### config.mk
export PLATFORM = sky130hd
export DESIGN_NAME = xlat_walker
export DESIGN_NICKNAME = d
export VERILOG_FILES = /design/src/rtl/xlat_pkg.sv /design/src/rtl/xlat_reloc.sv /design/src/rtl/xlat_l1_decode.sv /design/src/rtl/xlat_l2_decode.sv /design/src/rtl/xlat_perm.sv /design/src/rtl/xlat_walker.sv
export SDC_FILE = /design/constraint.sdc
export NUM_CORES = 1
export LEC_CHECK = 0
export BUFFER_PORTS_ARGS = -buffer_cell sky130_fd_sc_hd__buf_2
export CORE_MARGIN = 4
export CORE_UTILIZATION = 56
export DETAILED_ROUTE_END_ITERATION = 6
export PLACE_DENSITY = 0.93
export SKIP_CTS_REPAIR_TIMING = 1
export SLEW_MARGIN = 0
export SYNTH_ARGS = -nofsm -noshare
export SYNTH_HDL_FRONTEND = slang
export SYNTH_SLANG_ARGS = --single-unit
### constraint.sdc
create_clock -name clk -period 6.1 [get_ports clk]
set_clock_uncertainty 0.15 [all_clocks]
set_input_delay 0.61 -clock clk [delete_from_list [all_inputs] [get_ports clk]]
set_output_delay 0.61 -clock clk [all_outputs]
set_load 0.02 [all_outputs]
### src/rtl/xlat_pkg.sv
// Shared types and constants for the translation table walker.
// Assumes a 32-bit virtual and physical address space with word-sized descriptors.
package xlat_pkg;
    localparam int ADDR_W  = 32;
    localparam int DOM_CNT = 16;
    localparam int DOM_IW  = $clog2(DOM_CNT);

    // Fault codes reported in fault_stat[3:0]
    localparam logic [3:0] FC_SEC_XLAT = 4'd5;
    localparam logic [3:0] FC_PG_XLAT  = 4'd7;
    localparam logic [3:0] FC_SEC_DOM  = 4'd9;
    localparam logic [3:0] FC_PG_DOM   = 4'd11;
    localparam logic [3:0] FC_SEC_PERM = 4'd13;
    localparam logic [3:0] FC_PG_PERM  = 4'd15;

    // First-level descriptor kinds
    localparam logic [1:0] L1_INVALID = 2'd0;
    localparam logic [1:0] L1_COARSE  = 2'd1;
    localparam logic [1:0] L1_SECTION = 2'd2;
    localparam logic [1:0] L1_FINE    = 2'd3;

    // Access kind encoding on req_acc
    localparam logic [1:0] ACC_STORE = 2'd1;

    typedef enum logic [2:0] {
        S_IDLE,
        S_L1_REQ,
        S_L1_WAIT,
        S_L2_REQ,
        S_L2_WAIT,
        S_DONE
    } walk_state_e;

    typedef struct packed {
        logic [ADDR_W-1:0] pa;
        logic              rd;
        logic              wr;
        logic              flt;
        logic [7:0]        stat;
    } xlat_res_t;
endpackage

### src/rtl/xlat_reloc.sv
// Process-ID relocation: adds an offset to addresses inside the low window.
// Assumes the window limit is a power-of-two boundary given by RELOC_LIMIT.
module xlat_reloc #(
    parameter int          ADDR_W      = 32,
    parameter logic [31:0] RELOC_LIMIT = 32'h0200_0000
) (
    input  logic [ADDR_W-1:0] va_in,
    input  logic [ADDR_W-1:0] offset,
    output logic [ADDR_W-1:0] va_out
);
    // Relocate only addresses below the window limit
    always_comb begin
        if (va_in < RELOC_LIMIT[ADDR_W-1:0])
            va_out = va_in + offset;
        else
            va_out = va_in;
    end
endmodule

### src/rtl/xlat_l1_decode.sv
// First-level descriptor decode: kind, domain, section mapping and table address.
// Assumes the 32-bit descriptor format with the domain number in bits [8:5].
module xlat_l1_decode
    import xlat_pkg::*;
(
    input  logic [31:0]       desc,
    input  logic [31:0]       va,
    input  logic [31:0]       dom_ctl,
    output logic [1:0]        kind,
    output logic [DOM_IW-1:0] dom_num,
    output logic [1:0]        dom_val,
    output logic [31:0]       sec_pa,
    output logic [1:0]        sec_ap,
    output logic [31:0]       l2_addr
);
    logic [1:0] dom_fld [DOM_CNT];

    // Split the domain control word into per-domain access values
    for (genvar g = 0; g < DOM_CNT; g++) begin : g_dom
        assign dom_fld[g] = dom_ctl[2*g+1 -: 2];
    end

    // Decode the fields needed by every first-level outcome
    always_comb begin
        kind    = desc[1:0];
        dom_num = desc[8:5];
        dom_val = dom_fld[desc[8:5]];
        sec_pa  = {desc[31:20], va[19:0]};
        sec_ap  = desc[11:10];
        if (desc[1:0] == L1_FINE)
            l2_addr = {desc[31:12], va[19:10], 2'b00};
        else
            l2_addr = {desc[31:10], va[19:12], 2'b00};
    end
endmodule

### src/rtl/xlat_l2_decode.sv
// Second-level descriptor decode: page size, output address and permission field.
// Assumes the caller supplies whether the descriptor came from a coarse table.
module xlat_l2_decode (
    input  logic [31:0] desc,
    input  logic [31:0] va,
    input  logic        coarse,
    input  logic        ext_en,
    output logic        xl_fault,
    output logic [31:0] pa,
    output logic [1:0]  ap
);
    logic [1:0] sub_ap;

    // Pick the permission pair of the addressed quarter page
    always_comb begin
        case (va[11:10])
            2'd0:    sub_ap = desc[5:4];
            2'd1:    sub_ap = desc[7:6];
            2'd2:    sub_ap = desc[9:8];
            default: sub_ap = desc[11:10];
        endcase
    end

    // Map by entry size, or flag a translation fault
    always_comb begin
        xl_fault = 1'b0;
        pa       = '0;
        ap       = desc[5:4];
        case (desc[1:0])
            2'd0: xl_fault = 1'b1;
            2'd1: begin
                pa = {desc[31:16], va[15:0]};
                ap = sub_ap;
            end
            2'd2: begin
                pa = {desc[31:12], va[11:0]};
                ap = sub_ap;
            end
            default: begin
                if (coarse) begin
                    if (ext_en) pa = {desc[31:12], va[11:0]};
                    else        xl_fault = 1'b1;
                end else begin
                    pa = {desc[31:10], va[9:0]};
                end
            end
        endcase
    end
endmodule

### src/rtl/xlat_perm.sv
// Access permission check from domain access value and permission field.
// Assumes stores are flagged by is_store; loads and fetches are treated alike.
module xlat_perm (
    input  logic [1:0] dom_val,
    input  logic [1:0] ap,
    input  logic       is_store,
    input  logic       user,
    input  logic [1:0] sys_perm,
    output logic       rd,
    output logic       wr
);
    // Grant table: manager domains bypass, client domains follow ap
    always_comb begin
        rd = 1'b0;
        wr = 1'b0;
        if (dom_val == 2'd3) begin
            rd = 1'b1;
            wr = 1'b1;
        end else begin
            case (ap)
                2'd0: begin
                    if (!is_store) begin
                        if (sys_perm == 2'd1)      rd = !user;
                        else if (sys_perm == 2'd2) rd = 1'b1;
                    end
                end
                2'd1: begin
                    rd = !user;
                    wr = !user;
                end
                2'd2: begin
                    rd = !user || !is_store;
                    wr = !user;
                end
                default: begin
                    rd = 1'b1;
                    wr = 1'b1;
                end
            endcase
        end
    end
endmodule

### src/rtl/xlat_walker.sv
// Two-level translation table walker with domain and permission checks.
// Assumes one outstanding memory read and a response only after its request.
module xlat_walker
    import xlat_pkg::*;
#(
    parameter logic [31:0] RELOC_LIMIT = 32'h0200_0000
) (
    input  logic        clk,
    input  logic        rst_n,
    input  logic        req_valid,
    output logic        req_ready,
    input  logic [31:0] req_va,
    input  logic [1:0]  req_acc,
    input  logic        req_user,
    input  logic [31:0] tbl_base,
    input  logic [31:0] dom_ctl,
    input  logic [31:0] pid_offset,
    input  logic        xlat_en,
    input  logic [1:0]  sys_perm,
    input  logic        ext_page_en,
    output logic        mem_req_valid,
    input  logic        mem_req_ready,
    output logic [31:0] mem_req_addr,
    input  logic        mem_rsp_valid,
    input  logic [31:0] mem_rsp_data,
    output logic        done,
    output logic        fault,
    output logic [31:0] pa,
    output logic        prot_rd,
    output logic        prot_wr,
    output logic [7:0]  fault_stat
);
    walk_state_e       state_q, state_d;
    logic [31:0]       va_q, va_d;
    logic [31:0]       addr_q, addr_d;
    logic [31:0]       dctl_q, dctl_d;
    logic              store_q, store_d;
    logic              user_q, user_d;
    logic [1:0]        sperm_q, sperm_d;
    logic              ext_q, ext_d;
    logic              coarse_q, coarse_d;
    logic [DOM_IW-1:0] dnum_q, dnum_d;
    logic [1:0]        dval_q, dval_d;
    xlat_res_t         res_q, res_d;

    logic [31:0]       va_rel;
    logic [1:0]        l1_kind;
    logic [DOM_IW-1:0] l1_dnum;
    logic [1:0]        l1_dval;
    logic [31:0]       l1_pa, l1_next;
    logic [1:0]        l1_ap;
    logic              l2_xf;
    logic [31:0]       l2_pa;
    logic [1:0]        l2_ap;
    logic [1:0]        chk_ap, chk_dval;
    logic              g_rd, g_wr;

    xlat_reloc #(.ADDR_W(ADDR_W), .RELOC_LIMIT(RELOC_LIMIT)) u_reloc (
        .va_in(req_va), .offset(pid_offset), .va_out(va_rel)
    );

    xlat_l1_decode u_l1 (
        .desc(mem_rsp_data), .va(va_q), .dom_ctl(dctl_q),
        .kind(l1_kind), .dom_num(l1_dnum), .dom_val(l1_dval),
        .sec_pa(l1_pa), .sec_ap(l1_ap), .l2_addr(l1_next)
    );

    xlat_l2_decode u_l2 (
        .desc(mem_rsp_data), .va(va_q), .coarse(coarse_q), .ext_en(ext_q),
        .xl_fault(l2_xf), .pa(l2_pa), .ap(l2_ap)
    );

    // Share one permission checker between section and page outcomes
    always_comb begin
        if (state_q == S_L1_WAIT) begin
            chk_ap   = l1_ap;
            chk_dval = l1_dval;
        end else begin
            chk_ap   = l2_ap;
            chk_dval = dval_q;
        end
    end

    xlat_perm u_perm (
        .dom_val(chk_dval), .ap(chk_ap), .is_store(store_q), .user(user_q),
        .sys_perm(sperm_q), .rd(g_rd), .wr(g_wr)
    );

    // Build a fault result from a domain number and code
    function automatic xlat_res_t mk_fault(input logic [DOM_IW-1:0] dn, input logic [3:0] code);
        xlat_res_t r;
        r.pa   = '0;
        r.rd   = 1'b0;
        r.wr   = 1'b0;
        r.flt  = 1'b1;
        r.stat = {dn, code};
        return r;
    endfunction

    // Build a successful translation result
    function automatic xlat_res_t mk_ok(input logic [31:0] a, input logic r_g, input logic w_g);
        xlat_res_t r;
        r.pa   = a;
        r.rd   = r_g;
        r.wr   = w_g;
        r.flt  = 1'b0;
        r.stat = '0;
        return r;
    endfunction

    // Walk sequencing and result selection
    always_comb begin
        state_d  = state_q;
        va_d     = va_q;
        addr_d   = addr_q;
        dctl_d   = dctl_q;
        store_d  = store_q;
        user_d   = user_q;
        sperm_d  = sperm_q;
        ext_d    = ext_q;
        coarse_d = coarse_q;
        dnum_d   = dnum_q;
        dval_d   = dval_q;
        res_d    = res_q;
        case (state_q)
            S_IDLE: begin
                if (req_valid) begin
                    va_d    = va_rel;
                    dctl_d  = dom_ctl;
                    store_d = (req_acc == ACC_STORE);
                    user_d  = req_user;
                    sperm_d = sys_perm;
                    ext_d   = ext_page_en;
                    addr_d  = {tbl_base[31:14], va_rel[31:20], 2'b00};
                    if (xlat_en) begin
                        state_d = S_L1_REQ;
                    end else begin
                        res_d   = mk_ok(va_rel, 1'b1, 1'b1);
                        state_d = S_DONE;
                    end
                end
            end
            S_L1_REQ: begin
                if (mem_req_ready) state_d = S_L1_WAIT;
            end
            S_L1_WAIT: begin
                if (mem_rsp_valid) begin
                    state_d = S_DONE;
                    if (l1_kind == L1_INVALID) begin
                        res_d = mk_fault(l1_dnum, FC_SEC_XLAT);
                    end else if (l1_dval == 2'd0 || l1_dval == 2'd2) begin
                        res_d = mk_fault(l1_dnum, (l1_kind == L1_SECTION) ? FC_SEC_DOM : FC_PG_DOM);
                    end else if (l1_kind == L1_SECTION) begin
                        if (g_rd || g_wr) res_d = mk_ok(l1_pa, g_rd, g_wr);
                        else              res_d = mk_fault(l1_dnum, FC_SEC_PERM);
                    end else begin
                        addr_d   = l1_next;
                        coarse_d = (l1_kind == L1_COARSE);
                        dnum_d   = l1_dnum;
                        dval_d   = l1_dval;
                        state_d  = S_L2_REQ;
                    end
                end
            end
            S_L2_REQ: begin
                if (mem_req_ready) state_d = S_L2_WAIT;
            end
            S_L2_WAIT: begin
                if (mem_rsp_valid) begin
                    state_d = S_DONE;
                    if (l2_xf)              res_d = mk_fault(dnum_q, FC_PG_XLAT);
                    else if (g_rd || g_wr)  res_d = mk_ok(l2_pa, g_rd, g_wr);
                    else                    res_d = mk_fault(dnum_q, FC_PG_PERM);
                end
            end
            default: state_d = S_IDLE;
        endcase
    end

    // State and result registers with synchronous active-low reset
    always_ff @(posedge clk) begin
        if (!rst_n) begin
            state_q  <= S_IDLE;
            va_q     <= '0;
            addr_q   <= '0;
            dctl_q   <= '0;
            store_q  <= 1'b0;
            user_q   <= 1'b0;
            sperm_q  <= '0;
            ext_q    <= 1'b0;
            coarse_q <= 1'b0;
            dnum_q   <= '0;
            dval_q   <= '0;
            res_q    <= '0;
        end else begin
            state_q  <= state_d;
            va_q     <= va_d;
            addr_q   <= addr_d;
            dctl_q   <= dctl_d;
            store_q  <= store_d;
            user_q   <= user_d;
            sperm_q  <= sperm_d;
            ext_q    <= ext_d;
            coarse_q <= coarse_d;
            dnum_q   <= dnum_d;
            dval_q   <= dval_d;
            res_q    <= res_d;
        end
    end

    // Port drive from state and result registers
    always_comb begin
        req_ready     = (state_q == S_IDLE);
        mem_req_valid = (state_q == S_L1_REQ) || (state_q == S_L2_REQ);
        mem_req_addr  = addr_q;
        done          = (state_q == S_DONE);
        fault         = res_q.flt;
        pa            = res_q.pa;
        prot_rd       = res_q.rd;
        prot_wr       = res_q.wr;
        fault_stat    = res_q.stat;
    end
endmodule

# Word level (Yosys, flattened, before mapping)
# Index checks and enable logic that the tools add are counted.
# W data, S select, Z words.
[totals] register_bits=142 inputBits=172 output_inout_bits=78 word_cells=120
[op_classes] add_sub_neg=1 n_lt_le_gt_ge=2 eq_ne=27 mux=50 bitwise_logic=4 n_reduce_logical=20
[ops] op="$mux W43" n=10
[ops] op="$mux W32" n=8
[ops] op="$pmux W43 S3" n=1
[ops] op="$pmux W32 S3" n=1
[ops] op="$pmux W32 S2" n=1
[ops] op="$add A32 B32 Y32" n=1
[ops] op="$lt A32 B26 Y1 const B" n=1
[ops] op="$mux W3" n=9
[ops] op="$ne A2 B2 Y1 const B" n=9
[ops] op="$pmux W3 S5" n=1
[ops] op="$eq A2 B2 Y1 const B" n=7
[ops] op="$mux W12" n=1
[ops] op="$mux W2" n=6
[ops] op="$reduce_and A6 Y1" n=2
[ops] op="$eq A2 B1 Y1 const B" n=5
[ops] op="$reduce_and A5 Y1" n=2
[ops] op="$bmux W2 S4" n=1
[ops] op="$logic_not A2 Y1" n=4
[ops] op="$mux W1" n=7
[ops] op="$eq A3 B2 Y1 const B" n=2
[ops] op="$eq A3 B3 Y1 const B" n=2
[ops] op="$pmux W2 S3" n=1
[ops] op="$ge A5 B5 Y1 const B" n=1
[ops] op="$not A4 Y5" n=1
[ops] op="other kinds (12)" n=20

# Longest topological paths before layout
[logic_depth] depth_word=15 mapped_depth=19 depth_no_buf=17

# Hierarchy
# From an unflattened synthesis, not the netlist that was laid out.
[hier_totals] hier_cells=1277 area_unflattened_um2=10095.9
[by_module_without_submodules] mod="xlat_walker" instances=1 cells_per_inst=762 area_per_inst_um2=6327.3 seq_area_each_um2=3062.9
[by_module_without_submodules] mod="xlat_reloc" instances=1 cells_per_inst=336 area_per_inst_um2=2238.4 seq_area_each_um2=0.0
[by_module_without_submodules] mod="xlat_l1_decode" instances=1 cells_per_inst=95 area_per_inst_um2=854.6 seq_area_each_um2=0.0
[by_module_without_submodules] mod="xlat_l2_decode" instances=1 cells_per_inst=69 area_per_inst_um2=554.3 seq_area_each_um2=0.0
[by_module_without_submodules] mod="xlat_perm" instances=1 cells_per_inst=15 area_per_inst_um2=121.4 seq_area_each_um2=0.0

# Worst setup path after synthesis
# No wires, ideal clock.
[synth_path] path_type="input to register" start="input mem_rsp_data[0]" end="register res_q (netlist bit pa[31])" setup_ps=130 arrival_ps=3647 required_time_ps=5820 path_slack_ps=2173 path_stages=17 path_buffers=2 path_cell_list="inv_1 ha_1 o21ai_0 and2_0 o32a_1 ha_1 mux2_1 inv_1 nor4_2 nand2b_4 nor2b_4 buf_6 or2_4 buf_6 and4_1 a31oi_1 o31ai_1"
[synth_via] elab_chain_len=15 elab_cells_between_ends=28 cone_classes="5 x eq/ne; 17 x mux; 6 x reduce/logical"
[synth_rtl] element="start: declaration" line="xlat_walker.sv:25" rtl="input logic [31:0] mem_rsp_data,"
[synth_rtl] element="$eq A2 B2 Y1 / $eq A2 B1 Y1 (equally long branches)" line="xlat_l2_decode.sv:29, xlat_walker.sv:153"
[synth_rtl] element="$reduce_or A2 Y1 (no source line)"
[synth_rtl] element="$mux W2" line="xlat_l2_decode.sv:29" rtl="case (desc[1:0])"
[synth_rtl] element="$mux W2" line="xlat_walker.sv:75" rtl="if (state_q == S_L1_WAIT) begin"
[synth_rtl] element="$eq A2 B1 Y1 / $eq A2 B2 Y1 (equally long branches)" line="xlat_perm.sv:20" rtl="case (ap)"
[synth_rtl] element="$reduce_or A2 Y1 (no source line)"
[synth_rtl] element="$pmux W1 S2" line="xlat_perm.sv:20"
[synth_rtl] element="$mux W1" line="xlat_perm.sv:16" rtl="if (dom_val == 2'd3) begin"
[synth_rtl] element="$logic_or A1 B1 Y1" line="xlat_walker.sv:154, xlat_walker.sv:172"
[synth_rtl] element="$mux W43" line="xlat_walker.sv:154" rtl="if (g_rd || g_wr) res_d = mk_ok(l1_pa, g_rd, g_wr);"
[synth_rtl] element="$mux W43" line="xlat_walker.sv:153" rtl="end else if (l1_kind == L1_SECTION) begin"
[synth_rtl] element="$mux W43" line="xlat_walker.sv:151" rtl="end else if (l1_dval == 2'd0 || l1_dval == 2'd2) begin"
[synth_rtl] element="$mux W43" line="xlat_walker.sv:149" rtl="if (l1_kind == L1_INVALID) begin"
[synth_rtl] element="$mux W43" line="xlat_walker.sv:147" rtl="if (mem_rsp_valid) begin"
[synth_rtl] element="$pmux W43 S3" line="xlat_walker.sv:125" rtl="case (state_q)"
[synth_rtl] element="end signal: assignment" line="xlat_walker.sv:207" rtl="res_q <= res_d;"
[synth_rtl] element="end: declaration" line="xlat_walker.sv:44" rtl="xlat_res_t res_q, res_d;"
# Parallel ways exist; a longest one is shown, timed or not. The select of a mux whose other input is x is not followed.
# A chain may end at the register's enable or synchronous reset.

# Worst setup path in the final report
[layout_path] start="register state_q[1]" end="register res_q (netlist bit pa[24])"
[layout_via] elab_chain_len=13 elab_cells_between_ends=31 cone_classes="10 x eq/ne; 15 x mux; 6 x reduce/logical"
[layout_rtl] element="start: declaration" line="xlat_walker.sv:33" rtl="walk_state_e state_q, state_d;"
[layout_rtl] element="start signal: assignment" line="xlat_walker.sv:196" rtl="state_q <= state_d;"
[layout_rtl] element="$eq A3 B2 Y1" line="xlat_walker.sv:75, xlat_walker.sv:125"
[layout_rtl] element="$mux W2" line="xlat_walker.sv:75"
[layout_rtl] element="$eq A2 B1 Y1 / $eq A2 B2 Y1 (equally long branches)" line="xlat_perm.sv:20"
[layout_rtl] element="$reduce_or A2 Y1 (no source line)"
[layout_rtl] element="$pmux W1 S2" line="xlat_perm.sv:20"
[layout_rtl] element="$mux W1" line="xlat_perm.sv:16"
[layout_rtl] element="$logic_or A1 B1 Y1" line="xlat_walker.sv:154, xlat_walker.sv:172"
[layout_rtl] element="$mux W43" line="xlat_walker.sv:154"
[layout_rtl] element="$mux W43" line="xlat_walker.sv:153"
[layout_rtl] element="$mux W43" line="xlat_walker.sv:151"
[layout_rtl] element="$mux W43" line="xlat_walker.sv:149"
[layout_rtl] element="$mux W43" line="xlat_walker.sv:147"
[layout_rtl] element="$pmux W43 S3" line="xlat_walker.sv:125"
# Parallel ways exist; a longest one is shown, timed or not. The select of a mux whose other input is x is not followed.

==> impl_metrics.py <==
metrics = {
    "sta": {
        "setup-tns-final_ps": 0,
        "max-slew-margin-rel_pct": 24.98,
        "report.final.setup_viol": 0,
        "final_min_period_over_clock_period_pct": 70.73,
        "slew_violations": 0,
        "worstMarginPinSlew_ps": 1125,
        "maxClockFrequency_mhz": 231.8,
        "time_the_final_worst_path_needs_with_i_o_delays_and_setup_ps": 4314,
        "rsz_0062_raised_after_global_routing": "false",
        "hold_viol": 0,
    },
    "power": {
        "switching_share_pct": 43.73,
        "seq_power_share_pct": 31.8,
        "combinationalPowerShare_pct": 43.8,
        "power_density_nw_per_um2": 432.0,
        "total_switching_power_w": 0.001934,
        "power.static_leakage_nw": 4.501,
        "internal_power_w": 0.002488,
        "ir_drop_uv": 271.5,
        "power.share.clock_pct": 24.3,
    },
    "logic_synthesis": {
        "synth_seq_area_share_pct": 32.80,
        "async_reset_ff_share_pct": 0,
        "yosys_most_used_dff": "sky130_fd_sc_hd__dfxtp_1",
        "cell_count_after_synthesis": 1106,
        "synth_area_per_cell_sq_um": 7.670,
        "number_of_flops_mapped_to_enable_cells_by_yosys": 0,
        "ys_ff_latch": 139,
        "synth_warnings": 0,
        "mappedNetlistArea_sq_um": 8483,
        "synth_cell_types": 74,
    },
    "finish": {
        "post-route-util_pct": 69.62,
        "finish.net_count": 1498,
        "final_layout_size_suffix_gt1_share_pct": 23.33,
        "final_cell_mix": "sky130_fd_sc_hd__buf_2, sky130_fd_sc_hd__nand2_1, sky130_fd_sc_hd__dfxtp_1",
        "layout_commonest_cell": "sky130_fd_sc_hd__buf_2",
        "sequential_cell_area_sq_um": 2783,
        "fillerInstances": 1192,
        "multi_input_comb_area_sq_um": 5275,
        "synthToLayoutAreaGrowth_pct": 20.63,
        "antenna_cells": 0,
    },
    "critical_path": {
        "cp-start-kind": "flop",
        "setup.worst_path.start": "state_q[1]",
        "timing.rr.start": "state_q[1]",
        "worst-setup-path-type": "flop to flop",
        "critical_path_arrival_ps": 4470,
        "timing.critical_path.to_type": "flop",
        "cp_data_required_time_ps": 6250,
        "r2r.worst_path.cells": 14,
        "timing.reg2reg.setup_slack_ps": 1790,
        "endpoint_of_the_worst_slack_reg_to_reg_timing_path": "pa[24]",
        "critical_path_peak_fanout": 38,
    },
    "cts": {
        "later_pin_clock_latency_in_the_skew_report_ps": 430,
        "clock_tree_from_tritoncts": "done",
        "ctsLongestPathBuffers": 2,
        "clock_transition_at_the_register_clock_pins_on_the_worst_setup_and_hold_paths_after_cts_ps": 70,
        "htreeDepth": 4,
        "cts_buffers": 17,
        "cts.sink_count": 139,
        "clock_tree.root_cell": "sky130_fd_sc_hd__clkbuf_16",
    },
    "floorplan": {
        "fp-row-count": 44,
        "die-width_um": 131.1,
        "pin_count": 250,
        "fp.dieArea_sq_um": 17180,
        "coreArea_sq_um": 14700,
        "start_util_pct": 57.71,
        "die_h_um": 131.1,
    },
    "grt": {
        "pin_count_of_the_biggest_net_entering_global_routing": 104,
        "groute.usage.overall_pct": 31.62,
        "grt_pass1_vias": 8527,
        "antenna_found_initial": 0,
        "wire_length_of_the_first_global_routing_pass_mm": 42.70,
        "grt.overflow.total": 0,
    },
    "hold_path": {
        "hp-class": "input pin to flop",
        "worstHoldEndpoint": "dctl_q[30]",
        "hp-start": "dom_ctl[30]",
        "worstHoldPathCells": 3,
    },
    "route": {
        "drt_iter0_markers": 1043,
        "vias_per_cell": 6.233,
        "firstDrtPassIters": 5,
        "dr_total_vias": 9243,
        "ant_nets": 0,
        "average_wire_length_per_cell_after_detail_routing_um": 19.00,
        "wl_mm": 28.18,
        "post-route-drc-count": 0,
    },
    "placement": {
        "dpl.hpwl_mm": 20.41,
        "placement.io_buffers": 231,
        "place_congestion": 0.9562,
    },
    "run_status": {
        "status": "finished, final reports clean",
    },
    "run": {
        "maxCapViolations": 0,
    },
}
==> logic make-up (layout without fill, tap and decap cells) <==
logic type	after synthesis	in the layout	synth area share, %
compound gates	348	348	26.39
xor+xnor	22	22	2.271
fa+ha+maj	40	40	5.988
buf+inv	106	298	5.236
flops	139	139	32.80
mux	41	41	6.239
other cells	1	2	0.04421
simple gates	409	409	21.03
==> worst max-delay path: stages (launching register included) <==
cell                       delay, ps
sky130_fd_sc_hd__dfxtp_1         470
sky130_fd_sc_hd__nand2b_1        170
sky130_fd_sc_hd__nor2_2          100
sky130_fd_sc_hd__buf_4           380
sky130_fd_sc_hd__a31oi_1         110
sky130_fd_sc_hd__o22a_1          260
sky130_fd_sc_hd__ha_1            320
sky130_fd_sc_hd__mux2_1          220
sky130_fd_sc_hd__inv_1            50
sky130_fd_sc_hd__nor4_2          500
sky130_fd_sc_hd__a21oi_1         370
sky130_fd_sc_hd__or2_4           480
sky130_fd_sc_hd__a221oi_2        350
sky130_fd_sc_hd__a21oi_1         110
sky130_fd_sc_hd__a21boi_1        140
==> through the flow <==
step                cell area (sq um)  power (W)  hold WS, ps  std cells  setup slack [ps]
floorplan                        8487   0.002711        283.1       1107              2173
global placement                 9618   0.003258        288.7       1451              1618
detailed placement               9618   0.003310        296.6       1451              1531
CTS                             10230   0.004395        249.2       1483              1801
global route                    10230   0.004657        258.1       1483              1475
finish                          10230   0.004421        259.2       1483              1786
==> power groups by stage <==
stage	combinational, W	clock [W]	sequential, W
6_report	0.00194	0.00108	0.00141
5_1_grt	0.00210	0.00112	0.00144
4_1_cts	0.00191	0.00108	0.00140
3_5_place_dp	0.00190	0	0.00141
3_3_place_gp	0.00186	0	0.00140
2_1_floorplan	0.00114	0	0.00157
==> sequential cells by signal, summed over array words and instances (netlist names) <==
| register | cells |
|---|---|
| store_q | 1 |
| dnum_q | 4 |
| mem_req_addr | 30 |
| prot_wr | 1 |
| coarse_q | 1 |
| va_q | 20 |
| state_q | 3 |
| ext_q | 1 |
| user_q | 1 |
| fault_stat | 8 |
| sperm_q | 2 |
| pa | 32 |
| dval_q | 2 |
| prot_rd | 1 |
| dctl_q | 32 |
==> layout make-up <==
class                           count  area share, %
Tap cell                          184          2.250
Clock buffer                       18          4.291
Clock inverter                     14          1.724
Sequential cell                   139          27.19
Inverter                           24         0.8925
Timing Repair Buffer              242          12.10
Multi-Input combinational cell    862          51.55
==> routing by layer <==
| layer | routed length (um) | part of all wire, % | up-vias | track usage (%) |
|---|---|---|---|---|
| met2 | 13300 | 47 | 529 | 53.61 |
| li1 | - | - | 4371 | - |
| met3 | 2773 | 9.8 | 105 | 7.131 |
| met5 | 0 | 0 | - | 0 |
| met4 | 1401 | 5.0 | 0 | 16.64 |
| met1 | 10700 | 38 | 4238 | 37.28 |
==> cell usage after synthesis (6+ instances only) <==
cell type	number	area share [%]
sky130_fd_sc_hd__nand3_1	20	1.2
sky130_fd_sc_hd__a21oi_1	121	7.1
sky130_fd_sc_hd__o31ai_1	6	0.53
sky130_fd_sc_hd__o21ai_0	24	1.4
sky130_fd_sc_hd__nor2_1	105	4.6
sky130_fd_sc_hd__clkbuf_1	61	2.7
sky130_fd_sc_hd__nor3_1	28	1.7
sky130_fd_sc_hd__nand2_1	198	8.8
sky130_fd_sc_hd__a311oi_1	21	2.2
sky130_fd_sc_hd__o211ai_1	10	0.88
sky130_fd_sc_hd__a21o_1	13	1.2
sky130_fd_sc_hd__buf_2	7	0.41
sky130_fd_sc_hd__mux4_2	9	2.4
sky130_fd_sc_hd__a211oi_1	27	2.4
sky130_fd_sc_hd__a31oi_1	22	1.6
sky130_fd_sc_hd__xnor2_1	13	1.3
sky130_fd_sc_hd__o21ai_1	41	2.4
sky130_fd_sc_hd__a221oi_1	13	1.3
sky130_fd_sc_hd__nand2b_1	10	0.74
sky130_fd_sc_hd__and3_1	7	0.52
sky130_fd_sc_hd__buf_1	7	0.31
sky130_fd_sc_hd__inv_1	24	1.1
sky130_fd_sc_hd__mux2i_1	27	3.2
sky130_fd_sc_hd__ha_1	39	5.8
sky130_fd_sc_hd__dfxtp_1	139	33
sky130_fd_sc_hd__xor2_1	9	0.93
sky130_fd_sc_hd__nand4_1	6	0.44
==> worst max path at each step <==
stage                   to  slack [ps]
floorplan           pa[31]        2170
global placement    pa[26]        1620
detailed placement  pa[26]        1530
CTS                 pa[24]        1800
global route        pa[24]        1470
finish              pa[24]        1790
(Power assumes the default switching activity.)
